**src/rtl/tab_pkg.sv**
```systemverilog
package tab_pkg;

    localparam int SEL_W = 4;
    localparam int CFG_W = 5 + 2 * SEL_W;

    // Packed order matches the configuration word, MSB first.
    typedef struct packed {
        logic             bypass;
        logic [SEL_W-1:0] rx_slot;
        logic [SEL_W-1:0] tx_slot;
        logic             rx_src_b;
        logic             rx_en;
        logic             tx_dst_b;
        logic             tx_en;
    } cfg_t;

    typedef struct packed {
        logic             tx_on;
        logic             rx_on;
        logic             bypass_on;
        logic             tx_dst_b;
        logic             rx_src_b;
        logic [SEL_W-1:0] tx_slot;
        logic [SEL_W-1:0] rx_slot;
    } ctl_t;

endpackage

```
**src/rtl/tab_cfg_decode.sv**
```systemverilog
module tab_cfg_decode
    import tab_pkg::*;
(
    input  logic             enable_i,
    input  logic [CFG_W-1:0] cfg_i,
    output ctl_t             ctl_o
);

    cfg_t fields;

    always_comb begin
        fields          = cfg_t'(cfg_i);
        ctl_o.tx_on     = enable_i & fields.tx_en;
        ctl_o.rx_on     = enable_i & fields.rx_en;
        ctl_o.bypass_on = enable_i & fields.bypass;
        ctl_o.tx_dst_b  = fields.tx_dst_b;
        ctl_o.rx_src_b  = fields.rx_src_b;
        ctl_o.tx_slot   = fields.tx_slot;
        ctl_o.rx_slot   = fields.rx_slot;
    end

endmodule

```
**src/rtl/tab_slot_engine.sv**
```systemverilog
module tab_slot_engine
    import tab_pkg::*;
#(
    parameter int WORD_W    = 16,
    parameter int NUM_SLOTS = 16
) (
    input  logic              clk,
    input  logic              rst_n,
    input  logic              bit_en_i,
    input  logic              fs_i,
    input  logic              rx_bit_i,
    input  logic              rx_on_i,
    input  logic              tx_on_i,
    input  logic [SEL_W-1:0]  rx_slot_i,
    input  logic [SEL_W-1:0]  tx_slot_i,
    input  logic [WORD_W-1:0] tx_word_i,
    output logic [WORD_W-1:0] rx_word_o,
    output logic              tx_bit_o
);

    localparam int BIT_W = $clog2(WORD_W);
    localparam int POS_W = $clog2(NUM_SLOTS * WORD_W);

    typedef struct packed {
        logic [POS_W-1:0]  pos;
        logic [WORD_W-2:0] rx_sh;
        logic [WORD_W-1:0] rx_word;
        logic [WORD_W-1:0] tx_frame;
        logic              tx_bit;
    } st_t;

    st_t state_d, state_q;

    logic [POS_W-1:0]       pos_next;
    logic [SEL_W-1:0]       slot_idx;
    logic [BIT_W-1:0]       bit_idx;
    logic [BIT_W-1:0]       msb_idx;
    logic [WORD_W-1:0]      frame_word;

    always_comb begin
        state_d    = state_q;
        pos_next   = fs_i ? '0 : state_q.pos + POS_W'(1);
        slot_idx   = SEL_W'(pos_next[POS_W-1:BIT_W]);
        bit_idx    = pos_next[BIT_W-1:0];
        msb_idx    = BIT_W'(WORD_W - 1) - bit_idx;
        frame_word = fs_i ? tx_word_i : state_q.tx_frame;

        if (bit_en_i) begin
            state_d.pos      = pos_next;
            state_d.tx_frame = frame_word;
            if (slot_idx == tx_slot_i) begin
                state_d.tx_bit = frame_word[msb_idx];
            end else begin
                state_d.tx_bit = 1'b0;
            end
            if (slot_idx == rx_slot_i) begin
                state_d.rx_sh = {state_q.rx_sh[WORD_W-3:0], rx_bit_i};
                if (bit_idx == BIT_W'(WORD_W - 1)) begin
                    state_d.rx_word = {state_q.rx_sh, rx_bit_i};
                end
            end
        end

        if (!rx_on_i) begin
            state_d.rx_sh   = '0;
            state_d.rx_word = '0;
        end
        if (!tx_on_i) begin
            state_d.tx_frame = '0;
            state_d.tx_bit   = 1'b0;
        end
    end

    always_ff @(posedge clk) begin
        if (!rst_n) begin
            state_q <= '0;
        end else begin
            state_q <= state_d;
        end
    end

    assign rx_word_o = state_q.rx_word;
    assign tx_bit_o  = state_q.tx_bit;

    assert_frame_align_R2: assert property (@(posedge clk) disable iff (!rst_n)
        (bit_en_i && fs_i) |=> (state_q.pos == '0))
        else $error("frame marker did not restart the bit position");

    assert_rx_zero_R6: assert property (@(posedge clk) disable iff (!rst_n)
        !rx_on_i |=> (rx_word_o == '0))
        else $error("receive word kept while receive path off");

    assert_tx_quiet_R6: assert property (@(posedge clk) disable iff (!rst_n)
        !tx_on_i |=> !tx_bit_o)
        else $error("TDM output active while transmit path off");

    assert_tx_hold_R4: assert property (@(posedge clk) disable iff (!rst_n)
        (!bit_en_i && tx_on_i) |=> $stable(tx_bit_o))
        else $error("TDM output bit changed between strobes");

endmodule

```
**src/rtl/tab_audio_port.sv**
```systemverilog
module tab_audio_port #(
    parameter int WORD_W = 16
) (
    input  logic              clk,
    input  logic              rst_n,
    input  logic              strobe_i,
    input  logic              start_req_i,
    input  logic              out_on_i,
    input  logic              in_on_i,
    input  logic [WORD_W-1:0] out_word_i,
    input  logic              sdi_i,
    output logic [WORD_W-1:0] in_word_o,
    output logic              clk_o,
    output logic              fs_o,
    output logic              sdo_o
);

    localparam int BIT_W = $clog2(WORD_W);

    typedef struct packed {
        logic              pend;
        logic              busy;
        logic [BIT_W-1:0]  cnt;
        logic [WORD_W-1:0] sh_out;
        logic [WORD_W-2:0] sh_in;
        logic [WORD_W-1:0] word_in;
        logic              aclk;
        logic              afs;
        logic              sdo;
    } st_t;

    st_t state_d, state_q;

    always_comb begin
        state_d      = state_q;
        state_d.aclk = strobe_i;
        state_d.afs  = 1'b0;
        if (start_req_i) begin
            state_d.pend = 1'b1;
        end

        if (strobe_i) begin
            if (!state_q.busy && (state_q.pend || start_req_i)) begin
                state_d.pend   = 1'b0;
                state_d.busy   = 1'b1;
                state_d.cnt    = '0;
                state_d.afs    = 1'b1;
                state_d.sdo    = out_word_i[WORD_W-1];
                state_d.sh_out = {out_word_i[WORD_W-2:0], 1'b0};
                state_d.sh_in  = {{(WORD_W-2){1'b0}}, sdi_i};
            end else if (state_q.busy) begin
                state_d.cnt    = state_q.cnt + BIT_W'(1);
                state_d.sdo    = state_q.sh_out[WORD_W-1];
                state_d.sh_out = {state_q.sh_out[WORD_W-2:0], 1'b0};
                state_d.sh_in  = {state_q.sh_in[WORD_W-3:0], sdi_i};
                if (state_q.cnt == BIT_W'(WORD_W - 2)) begin
                    state_d.busy    = 1'b0;
                    state_d.word_in = {state_q.sh_in, sdi_i};
                end
            end else begin
                state_d.sdo = 1'b0;
            end
        end

        if (!out_on_i) begin
            state_d.sh_out = '0;
            state_d.sdo    = 1'b0;
        end
        if (!in_on_i) begin
            state_d.sh_in   = '0;
            state_d.word_in = '0;
        end
    end

    always_ff @(posedge clk) begin
        if (!rst_n) begin
            state_q <= '0;
        end else begin
            state_q <= state_d;
        end
    end

    assign in_word_o = state_q.word_in;
    assign clk_o     = state_q.aclk;
    assign fs_o      = state_q.afs;
    assign sdo_o     = state_q.sdo;

    assert_fs_with_clk_R3: assert property (@(posedge clk) disable iff (!rst_n)
        fs_o |-> clk_o)
        else $error("audio frame sync without a clock pulse");

    assert_start_marks_R3: assert property (@(posedge clk) disable iff (!rst_n)
        $rose(state_q.busy) |-> fs_o)
        else $error("audio frame began without frame sync");

    assert_sdo_hold_R3: assert property (@(posedge clk) disable iff (!rst_n)
        (!strobe_i && out_on_i) |=> $stable(sdo_o))
        else $error("audio data changed between strobes");

endmodule

```
**src/rtl/tdm_audio_bridge.sv**
```systemverilog
module tdm_audio_bridge
    import tab_pkg::*;
#(
    parameter int WORD_W    = 16,
    parameter int NUM_SLOTS = 16
) (
    input  logic             clk,
    input  logic             rst_n,
    input  logic             enable,
    input  logic [CFG_W-1:0] cfg,
    input  logic             tdm_bit_en,
    input  logic             tdm_fs,
    input  logic             tdm_in_a,
    input  logic             tdm_in_b,
    output logic             tdm_out_a,
    output logic             tdm_out_b,
    input  logic             aud_bit_en,
    input  logic             aud_sdi,
    output logic             aud_clk_o,
    output logic             aud_fs_o,
    output logic             aud_sdo
);

    ctl_t              ctl;
    logic              rx_line;
    logic              frame_start;
    logic [WORD_W-1:0] rx_word;
    logic [WORD_W-1:0] tx_word;
    logic              eng_tx_bit;
    logic              port_clk;
    logic              port_fs;
    logic              port_sdo;
    logic              tx_line;

    tab_cfg_decode u_decode (
        .enable_i (enable),
        .cfg_i    (cfg),
        .ctl_o    (ctl)
    );

    assign rx_line     = ctl.rx_src_b ? tdm_in_b : tdm_in_a;
    assign frame_start = tdm_bit_en & tdm_fs;

    tab_slot_engine #(
        .WORD_W    (WORD_W),
        .NUM_SLOTS (NUM_SLOTS)
    ) u_engine (
        .clk       (clk),
        .rst_n     (rst_n),
        .bit_en_i  (tdm_bit_en),
        .fs_i      (tdm_fs),
        .rx_bit_i  (rx_line),
        .rx_on_i   (ctl.rx_on),
        .tx_on_i   (ctl.tx_on),
        .rx_slot_i (ctl.rx_slot),
        .tx_slot_i (ctl.tx_slot),
        .tx_word_i (tx_word),
        .rx_word_o (rx_word),
        .tx_bit_o  (eng_tx_bit)
    );

    tab_audio_port #(
        .WORD_W (WORD_W)
    ) u_audio (
        .clk         (clk),
        .rst_n       (rst_n),
        .strobe_i    (aud_bit_en),
        .start_req_i (frame_start),
        .out_on_i    (ctl.rx_on),
        .in_on_i     (ctl.tx_on),
        .out_word_i  (rx_word),
        .sdi_i       (aud_sdi),
        .in_word_o   (tx_word),
        .clk_o       (port_clk),
        .fs_o        (port_fs),
        .sdo_o       (port_sdo)
    );

    always_comb begin
        if (ctl.bypass_on) begin
            aud_clk_o = tdm_bit_en;
            aud_fs_o  = tdm_fs;
            aud_sdo   = ctl.rx_on & rx_line;
            tx_line   = ctl.tx_on & aud_sdi;
        end else begin
            aud_clk_o = port_clk;
            aud_fs_o  = port_fs;
            aud_sdo   = port_sdo;
            tx_line   = eng_tx_bit;
        end
        tdm_out_a = tx_line & ~ctl.tx_dst_b;
        tdm_out_b = tx_line & ctl.tx_dst_b;
    end

    assert_off_silent_R7: assert property (@(posedge clk) disable iff (!rst_n)
        (!enable && !$past(enable)) |-> (!aud_sdo && !tdm_out_a && !tdm_out_b))
        else $error("data left the block while disabled");

endmodule

```
**config.mk**
```make
export PLATFORM = sky130hd
export DESIGN_NAME = tdm_audio_bridge
export DESIGN_NICKNAME = d
export VERILOG_FILES = /design/src/rtl/tab_pkg.sv /design/src/rtl/tab_cfg_decode.sv /design/src/rtl/tab_slot_engine.sv /design/src/rtl/tab_audio_port.sv /design/src/rtl/tdm_audio_bridge.sv
export SDC_FILE = /design/constraint.sdc
export NUM_CORES = 1
export LEC_CHECK = 0
export BUFFER_PORTS_ARGS = -buffer_cell sky130_fd_sc_hd__buf_2
export CAP_MARGIN = 25
export CELL_PAD_IN_SITES_DETAIL_PLACEMENT = 0
export CELL_PAD_IN_SITES_GLOBAL_PLACEMENT = 1
export CORE_UTILIZATION = 45
export DETAILED_ROUTE_END_ITERATION = 10
export GPL_TIMING_DRIVEN = 1
export PLACE_DENSITY_LB_ADDON = 0.1
export RECOVER_POWER = 25
export SLEW_MARGIN = 20
export SYNTH_ARGS = -nofsm -noshare
export SYNTH_HDL_FRONTEND = slang
export SYNTH_HIERARCHICAL = 1
export SYNTH_SLANG_ARGS = --single-unit
```
**constraint.sdc**
```tcl
create_clock -name clk -period 3.95 [get_ports clk]
set_input_delay 0.1975 -clock clk [delete_from_list [all_inputs] [get_ports clk]]
set_output_delay 0.1975 -clock clk [all_outputs]
set_load 0.1 [all_outputs]
```
==> results of run 1 <==
-- placed cells by master (no fill, tap or decap), types with 3 or more instances in the layout --
| cell | synthesis | routed |
|---|---|---|
| o32ai_1 | 3 | 3 |
| clkbuf_1 | 15 | 3 |
| dfxtp_1 | 111 | 111 |
| xnor2_1 | 4 | 4 |
| clkinvlp_4 | 0 | 3 |
| and2_1 | 11 | 6 |
| inv_1 | 9 | 9 |
| o221ai_1 | 14 | 14 |
| nor2b_1 | 8 | 8 |
| nor3_1 | 16 | 16 |
| ha_1 | 3 | 3 |
| o21ai_0 | 11 | 11 |
| a21oi_1 | 22 | 22 |
| nand2b_1 | 4 | 4 |
| nor2_1 | 27 | 27 |
| nand2_1 | 114 | 114 |
| mux2i_1 | 56 | 56 |
| and2_0 | 0 | 4 |
| buf_2 | 9 | 24 |
| a22o_1 | 6 | 6 |
| a22o_2 | 8 | 8 |
| clkbuf_16 | 0 | 9 |
| o31ai_1 | 3 | 3 |
| xor2_1 | 3 | 3 |
| or3_1 | 3 | 3 |
| nand3_1 | 12 | 12 |
-- metrics by stage --
step	instance area [um^2]	hold WS (ns)
after floorplan	5130	0.311
after global placement	4950	0.443
after detailed placement	4960	0.447
after CTS	5250	0.120
after global routing	5250	0.129
final	5250	0.131
-- power breakdown --
| part | internal, mW | total [mW] | switching [mW] |
|---|---|---|---|
| clock network | 0.493 | 0.918 | 0.425 |
| logic | 0.0366 | 0.131 | 0.0942 |
| registers | 1.12 | 1.13 | 0.00611 |
| total | 1.65 | 2.18 | 0.525 |
-- logic make-up (layout without fill, tap and decap cells) --
kind of cell,Yosys count,count (layout),synth area share [%]
compound gates,87,87,12.4
xor+xnor,7,7,1.20
fa+ha+maj,3,3,0.732
buf+inv,84,53,10.5
flops,111,111,43.3
mux,61,61,12.5
simple gates,210,210,19.4
-- area by class of cell --
type | instances | area, um^2 | share of cell area, %
clock buffer | 9 | 225 | 4.29
clock inverter | 6 | 70.1 | 1.33
inverter | 9 | 33.8 | 0.644
multi-input combinational | 368 | 2370 | 45.2
sequential | 111 | 2220 | 42.3
tap | 140 | 175 | 3.34
timing repair buffer | 29 | 150 | 2.86
-- worst max-delay path, cell delays in order, from the launching register on --
cell     delay [ns]
dfxtp_1        0.44
ha_1           0.27
inv_1          0.10
or3_1          0.38
and2_4         0.19
a32o_2         0.27
nor4b_4        0.68
buf_6          0.24
mux2i_1        0.19
-- flip-flops by register name (all words and copies together), names as in the netlist --
register / flops
u_engine/state_q: 39
u_audio/in_word_o: 16
u_audio/fs_o: 1
u_audio/clk_o: 1
u_engine/rx_word_o: 16
u_engine/tx_bit_o: 1
u_audio/state_q: 36
u_audio/sdo_o: 1
-- per-layer routing --
layer  GRT usage, %  part of all wire (%)  vias to the layer above
li1               -                     -                     1826
met1           25.4                    49                     1700
met2           30.6                    45                       57
met3           5.38                   4.1                       11
met4           4.92                   1.5                        0
met5              0                     0                        -
-- final timing paths --
kind                                                           to  slack (ns)  cells past startpoint
worst min register to register  u_engine/state_q[14]$_SDFFE_PN0P_        0.46                      2
worst max-delay path            u_engine/state_q[34]$_SDFFE_PN0P_        1.10                      8
worst min-delay path            u_audio/in_word_o[0]$_SDFFE_PN0P_        0.13                      3
worst max register to register  u_engine/state_q[34]$_SDFFE_PN0P_        1.10                      8
==> results.yml, run 1 <==
outcome:
  status: "finished, violations left"
  failed_checks: "capacitance limit, slew limit"
power:
  power_leakage_nw: 1.80
  power_per_cell_area_nw_per_um2: 415
  ir_drop_mv: 0.366
  p_total_mw: 2.18
setup_path:
  cp-start-kind: "register"
  critPathLaunch: "u_engine/state_q[48]$_SDFFE_PN0P_"
  worstPathArrival_ns: 3.13
  path_max_fanout: 8
  worstSetupEndpointType: "register"
  required_ns: 4.23
  rr_startpoint: "u_engine/state_q[48]$_SDFFE_PN0P_"
  critPathKind: "reg2reg"
yosys:
  yosys_warnings: 6
  ys_seq_area_share_pct: 43.3
  synth-edff-count: 0
  synth_area_leaders: "dfxtp_1, mux2i_1, nand2_1"
  synth_top_flop_cell: "dfxtp_1"
  synth_nets: 588
  avgSynthCellArea_um2: 9.11
  yosysMostFrequentCell: "nand2_1"
  synth_area_leader_cell: "dfxtp_1"
  async_flop_share_pct: 0
  synth_common_cells: "nand2_1, dfxtp_1, mux2i_1, buf_4, nor2_1"
  synthDistinctLibCells: 58
  synth_area_um2: 5130
  netlist_instances: 563
  ys_ff_latch: 111
  synth_top_area_share_pct: 43.3
cts:
  postCtsHoldBufs: 0
  cts_setup_buffers: 0
  cts.repair.resized: 0
  cts_made_buffers: 9
  cts_tree: "built"
  htreeDepth: 3
  root_buffer: "clkbuf_16"
  clock_latency_ns: 0.36
  clockBufferDepth: 2
  path_clk_slew_ns: 0.07
  cts_sinks: 111
flow_run:
  max-cap-violations: 1
routing:
  vias_per_cell: 5.35
  ant_nets: 0
  wl_per_cell_um: 15.6
  wirelength_mm: 10.5
  first_pass_iters: 4
  route.detailed.drc: 0
  via_count: 3594
  drt_iter0_drc: 218
timing:
  clock_skew_ns: 0.00526
  rsz0062_at_grt: "false"
  finalHoldViolCount: 0
  slew_viol_final: 34
  setup_viol: 0
  fin_tns_setup_ns: 0
  period_needed_ns: 2.85
  tightest_slew_ns: 1.54
  relSlewSlack_pct: -2.40
  fmax_mhz: 351
  fin_ws_ns: 1.10
  period_share_pct: 72.0
place:
  io_buffers: 26
  dp_cells: 657
  hpwlAfterDp_mm: 7.25
  preCtsSetupSlack_ns: 1.09
  place_congestion: 0.781
finish:
  nFillCells: 1081
  utilization_pct: 47.8
  drive_above_1_share_pct: 12.4
  syn2layout_area_growth_pct: 2.32
  nets: 553
  final_cells: 672
  diodes: 0
die:
  chipHeight_um: 109
  core_area_um2: 11000
  die_x_um: 109
  io_pins: 27
  initial_core_util_pct: 46.7
  die_area_um2: 11800
  fp-row-count: 38
global_routing:
  grt_overflow: 0
  grt_max_degree: 34
  grt_pass1_wl_mm: 17.1
  grt_pass1_vias: 3377
  grt_usage_pct: 19.2
  antenna_found_initial: 0
hold_path:
  hp-start: "aud_sdi"
  hold_class: "in2reg"
No activity file was read; power rests on OpenSTA's default activity.
==> run 2, diff against run 1 <==
clock period = 2.88 ns   (was 3.95 ns; I/O delays follow)
==> run 2 against run 1 <==
Against the previous run:
- the run now ends clean
- first-iteration DRC count fell by 29%
- global-route usage fell by 0.055 points
- cell area rose by 0.86%
- via count rose by 1.1%
- worst hold slack got worse by 0.047 ns
- register-to-register slack got worse by 0.72 ns
- power rose by 38%
- maximum frequency rose by 14%
- largest power group unchanged
==> results.yml, run 2 (synthesized netlist as in run 1, its figures left out) <==
timing:
  tightest_slew_ns: 0.945
  fmax_mhz: 401
  finalHoldViolCount: 0
  period_share_pct: 86.6
  fin_tns_setup_ns: 0
  slew_viol_final: 0
  period_needed_ns: 2.49
  clock_skew_ns: 0.00667
  relSlewSlack_pct: 37.0
  rsz0062_at_grt: "false"
  setup_viol: 0
global_routing:
  grt_pass1_wl_mm: 17.4
  antenna_found_initial: 0
  grt_overflow: 0
  grt_usage_pct: 19.1
  grt_max_degree: 32
  grt_pass1_vias: 3525
cts:
  cts_tree: "built"
  clock_latency_ns: 0.35
  htreeDepth: 3
  path_clk_slew_ns: 0.08
  cts_sinks: 111
  cts.repair.resized: 0
  root_buffer: "clkbuf_16"
  clockBufferDepth: 2
  postCtsHoldBufs: 0
  cts_made_buffers: 9
  cts_setup_buffers: 0
finish:
  nFillCells: 1073
  final_common_cell: "nand2_1"
  largest_reg_flops: 39
  diodes: 0
  reg_top3: "u_engine/state_q: 39 flops, u_audio/state_q: 36 flops"
  syn2layout_area_growth_pct: 3.20
  layout_common_cells: "nand2_1, dfxtp_1, mux2i_1"
  design_area_um2: 5290
  ff_latch_area_um2: 2220
  multi_input_area_um2: 2370
  largest-register: "u_engine/state_q"
  nets: 559
  drive_above_1_share_pct: 13.0
hold_path:
  hp-start: "aud_sdi"
  min_path_cells: 3
  hold_class: "in2reg"
  hold_end: "u_audio/in_word_o[0]$_SDFFE_PN0P_"
die:
  fp-row-count: 38
  die_area_um2: 11800
  io_pins: 27
  initial_core_util_pct: 46.7
  chipHeight_um: 109
  die_x_um: 109
  core_area_um2: 11000
place:
  io_buffers: 26
  place_congestion: 0.737
  dpl_cell_area_um2: 5000
  hpwlAfterDp_mm: 7.27
setup_path:
  cpMaxStageDelayCell: "o21ai_0"
  r2r_end: "u_engine/rx_word_o[8]$_SDFFE_PN0P_"
  worstPathArrival_ns: 2.77
  cpMostUsedCell: "buf_4"
  r2r_cells: 8
  slowest_delay_ns: 0.48
  required_ns: 3.16
  r2r_setup_slack_ns: 0.39
  rr_startpoint: "u_engine/state_q[48]$_SDFFE_PN0P_"
  worstSetupEndpointType: "register"
  cp-start-kind: "register"
  crit_chain: "buf_4 -> nand2_1 -> o21ai_0 -> a221o_1 -> nand4b_2 -> nor4_4 -> buf_4 -> mux2i_1"
  path_max_fanout: 16
  critPathKind: "reg2reg"
power:
  power_leakage_nw: 1.84
  power.internal_mw: 2.30
  combPwrFrac_pct: 6.1
  power_per_cell_area_nw_per_um2: 569
  power.switching_uw: 714
  p_seq_share_pct: 51.4
  netSwitchingFraction_pct: 23.7
  pwr-share-clk_pct: 42.5
  ir_drop_mv: 0.517
routing:
  first_pass_iters: 4
  route.detailed.drc: 0
  vias_per_cell: 5.35
  ant_nets: 0
  wl_per_cell_um: 15.4
  via_count: 3634
  wirelength_mm: 10.4
  drt_iter0_drc: 154
flow_run:
  max-cap-violations: 0
outcome:
  status: "finished, final reports clean"
run 2: how the worst max path moves through the flow:
stage | from | endpoint | slack, ns | cells past startpoint
after floorplan | u_engine/state_q[48]$_SDFFE_PN0P_ | u_engine/rx_word_o[10]$_SDFFE_PN0P_ | 0.37 | 8
after global placement | u_engine/state_q[49]$_SDFFE_PN0P_ | u_engine/rx_word_o[6]$_SDFFE_PN0P_ | 0.51 | 8
after detailed placement | u_engine/state_q[48]$_SDFFE_PN0P_ | u_engine/rx_word_o[8]$_SDFFE_PN0P_ | 0.41 | 8
after CTS | u_engine/state_q[48]$_SDFFE_PN0P_ | u_engine/rx_word_o[8]$_SDFFE_PN0P_ | 0.38 | 8
after global routing | u_engine/state_q[48]$_SDFFE_PN0P_ | u_engine/state_q[44]$_SDFFE_PN0P_ | 0.18 | 8
final | u_engine/state_q[48]$_SDFFE_PN0P_ | u_engine/rx_word_o[8]$_SDFFE_PN0P_ | 0.39 | 8
run 2: per-stage QoR:
| stage | power [mW] | std cells | util [%] | hold slack [ns] | setup slack (ns) |
|---|---|---|---|---|---|
| 3_5_place_dp | 1.77 | 663 | 45.5 | 0.445 | 0.412 |
| 6_report | 3.01 | 679 | 48.2 | 0.0833 | 0.387 |
| 4_1_cts | 3.06 | 679 | 48.3 | 0.0712 | 0.380 |
| 2_1_floorplan | 1.73 | 563 | - | 0.258 | 0.375 |
| 5_1_grt | 3.12 | 679 | 48.2 | 0.124 | 0.177 |
| 3_3_place_gp | 1.77 | 663 | 45.5 | 0.435 | 0.508 |
run 2: layout make-up:
class	instances	area share, %
multi-input cells	368	44.7
flip-flops and latches	111	42.0
clock buffers	10	4.51
repair buffers	35	3.55
well taps	140	3.31
clock inverters	6	1.28
inverters	9	0.638
run 2: critical path, delay by kind of cell, from the launching register on:
kind | cells | cell delay, ns
buffers and inverters | 2 | 0.53
DFF | 1 | 0.35
muxes | 1 | 0.22
and+or+nand+nor | 3 | 0.56
AOI/OAI and AO/OA | 2 | 0.74
run 2: power by group through the flow:
| stage | logic (mW) | registers (mW) | clock network (mW) |
|---|---|---|---|
| 2_1_floorplan | 0.150 | 1.58 | 0 |
| 3_3_place_gp | 0.187 | 1.59 | 0 |
| 3_5_place_dp | 0.188 | 1.59 | 0 |
| 4_1_cts | 0.189 | 1.55 | 1.32 |
| 5_1_grt | 0.202 | 1.55 | 1.37 |
| 6_report | 0.184 | 1.55 | 1.28 |
run 2: per-layer routing:
layer / up-vias / global-route usage, % / part of all wire, %
li1: 1845 / - / -
met2: 43 / 31.6 / 47
met1: 1736 / 24.7 / 49
met4: 0 / 5.79 / 1.0
met3: 10 / 4.36 / 2.9
met5: - / 0 / 0
==> run 3, diff against run 2 <==
CORE_UTILIZATION = 43   (was 45)
clock period = 2.2 ns   (was 2.88 ns; I/O delays follow)
==> run 3 against run 2 <==
Against the previous run:
- final cell count is 3.8% higher
- worst hold slack better by 0.012 ns
- cell area grew 7.0%
- global-route usage shrank 0.93 points
- count of clock-buffer cells in the layout unchanged
==> results.yml, run 3 (synthesized netlist as in run 1, its figures left out) <==
finish:
  drive_above_1_share_pct: 19.4
  reg_top3: "u_engine/state_q: 39 flops, u_audio/state_q: 36 flops"
  syn2layout_area_growth_pct: 10.4
  final_common_cell: "nand2_1"
  nets: 582
  utilization_pct: 49.2
  largest_reg_flops: 39
  layout_common_cells: "nand2_1, dfxtp_1, mux2i_1"
  largest-register: "u_engine/state_q"
  diodes: 0
place:
  hpwlAfterDp_mm: 7.42
  place_congestion: 0.739
  io_buffers: 26
die:
  die_area_um2: 12400
  core_area_um2: 11500
  io_pins: 27
  fp-row-count: 39
  die_x_um: 111
  chipHeight_um: 111
  initial_core_util_pct: 44.5
setup_path:
  path_max_fanout: 7
  slowest_delay_ns: 0.36
  critPathKind: "reg2reg"
  cp-start-kind: "register"
  cpMaxStageDelayCell: "dfxtp_4"
  worstSetupEndpointType: "register"
  critPathTopFamily: "simple AND/OR/NAND/NOR gates"
  required_ns: 2.49
  crit_chain: "ha_4 -> inv_1 -> or3_4 -> and2_4 -> a32o_2 -> nor4b_4 -> buf_4 -> clkbuf_16 -> mux2i_1"
  worstPathArrival_ns: 2.43
  cp_num_buf_inv: 3
routing:
  wl_per_cell_um: 15.1
  ant_nets: 0
  vias_per_cell: 5.15
  first_pass_iters: 4
  route.detailed.drc: 0
  drt_iter0_drc: 130
  wirelength_mm: 10.7
  via_count: 3634
global_routing:
  grt_max_degree: 34
  antenna_found_initial: 0
  grt_pass1_wl_mm: 17.6
  grt_usage_pct: 18.2
  grt_overflow: 0
  grt_pass1_vias: 3568
timing:
  period_needed_ns: 2.15
  setup_viol: 0
  period_share_pct: 97.7
  fmax_mhz: 465
  holdWs_ns: 0.0951
  rsz0062_at_grt: "true"
  finalHoldViolCount: 0
  relSlewSlack_pct: 40.6
  fin_tns_setup_ns: 0
  slew_viol_final: 0
  tightest_slew_ns: 0.891
  clock_skew_ns: 0.00903
cts:
  clockBufferDepth: 2
  root_buffer: "clkbuf_16"
  cts_sinks: 111
  htreeDepth: 3
  clock_latency_ns: 0.36
  path_clk_slew_ns: 0.08
  cts_made_buffers: 9
  cts_tree: "built"
power:
  power_per_cell_area_nw_per_um2: 741
  ir_drop_mv: 0.560
  p_total_mw: 4.20
  power_leakage_nw: 2.02
outcome:
  status: "finished, final reports clean"
flow_run:
  max-cap-violations: 0
hold_path:
  hold_class: "in2reg"
==> run 3: changes by cell type in the layout (fill, tap and decap cells not counted), sizes merged <==
| cell | before | now |
|---|---|---|
| buf | 31 | 55 |
| clkinvlp | 2 | 0 |
| bufinv | 1 | 3 |
| clkbuf | 14 | 12 |
| dlygate4sd3 | 0 | 1 |
==> run 3: power breakdown <==
| group | total [mW] | internal (mW) | switching, mW |
|---|---|---|---|
| Clock | 1.91 | 1.15 | 0.761 |
| Combinational | 0.260 | 0.0861 | 0.174 |
| Sequential | 2.02 | 2.01 | 0.00913 |
==> run 3: repair_timing <==
| action | 4_1_cts | 5_1_grt |
|---|---|---|
| hold endpoints to repair | 1 | 0 |
| setup buffers | 0 | 13 |
| pin swaps | 0 | 2 |
| setup endpoints to repair | 31 | 31 |
| hold buffers | 1 | 0 |
| resized for setup | 1 | 7 |
| gates cloned | 0 | 1 |
==> run 3: final cells by class <==
type / count / area, um^2
inverter: 9 / 33.8
clock inverter: 6 / 116
tap: 143 / 179
multi-input combinational: 368 / 2440
clock buffer: 10 / 239
timing repair buffer: 58 / 414
fill: 1116 / 5850
sequential: 111 / 2240
==> run 3: path summary, 6_finish.rpt <==
kind	startpoint	slack [ns]	end	depth (start not counted)
min	aud_bit_en	0.1	u_audio/clk_o$_SDFF_PN0_	2
min reg2reg	u_audio/in_word_o[2]$_SDFFE_PN0P_	0.45	u_engine/state_q[3]$_SDFFE_PN0P_	2
max reg2reg	u_engine/state_q[48]$_SDFFE_PN0P_	0.05	u_engine/state_q[34]$_SDFFE_PN0P_	9
max	u_engine/state_q[48]$_SDFFE_PN0P_	0.05	u_engine/state_q[34]$_SDFFE_PN0P_	9
==> run 3: worst register-to-register path, stage by stage (launching register included) <==
cell and delay [ns]:
dfxtp_4 0.36, ha_4 0.14, inv_1 0.05, or3_4 0.33
and2_4 0.18, a32o_2 0.26, nor4b_4 0.26, buf_4 0.18
clkbuf_16 0.16, mux2i_1 0.17
==> run 3: stage by stage <==
stage / instances / instance area, um^2 / setup WS, ns
after global placement: 674 / 5140 / -0.00642
after floorplan: 563 / 5190 / -0.0137
final: 705 / 5660 / 0.0508
after detailed placement: 674 / 5140 / -0.0259
after CTS: 691 / 5510 / 0.0363
after global routing: 705 / 5660 / -0.0347
==> run 3: per-layer routing <==
metal	share of wire (%)	global-route usage (%)
met1	46	21.6
met2	50	31.6
met3	2.1	4.26
met4	1.6	6.94
met5	0	0
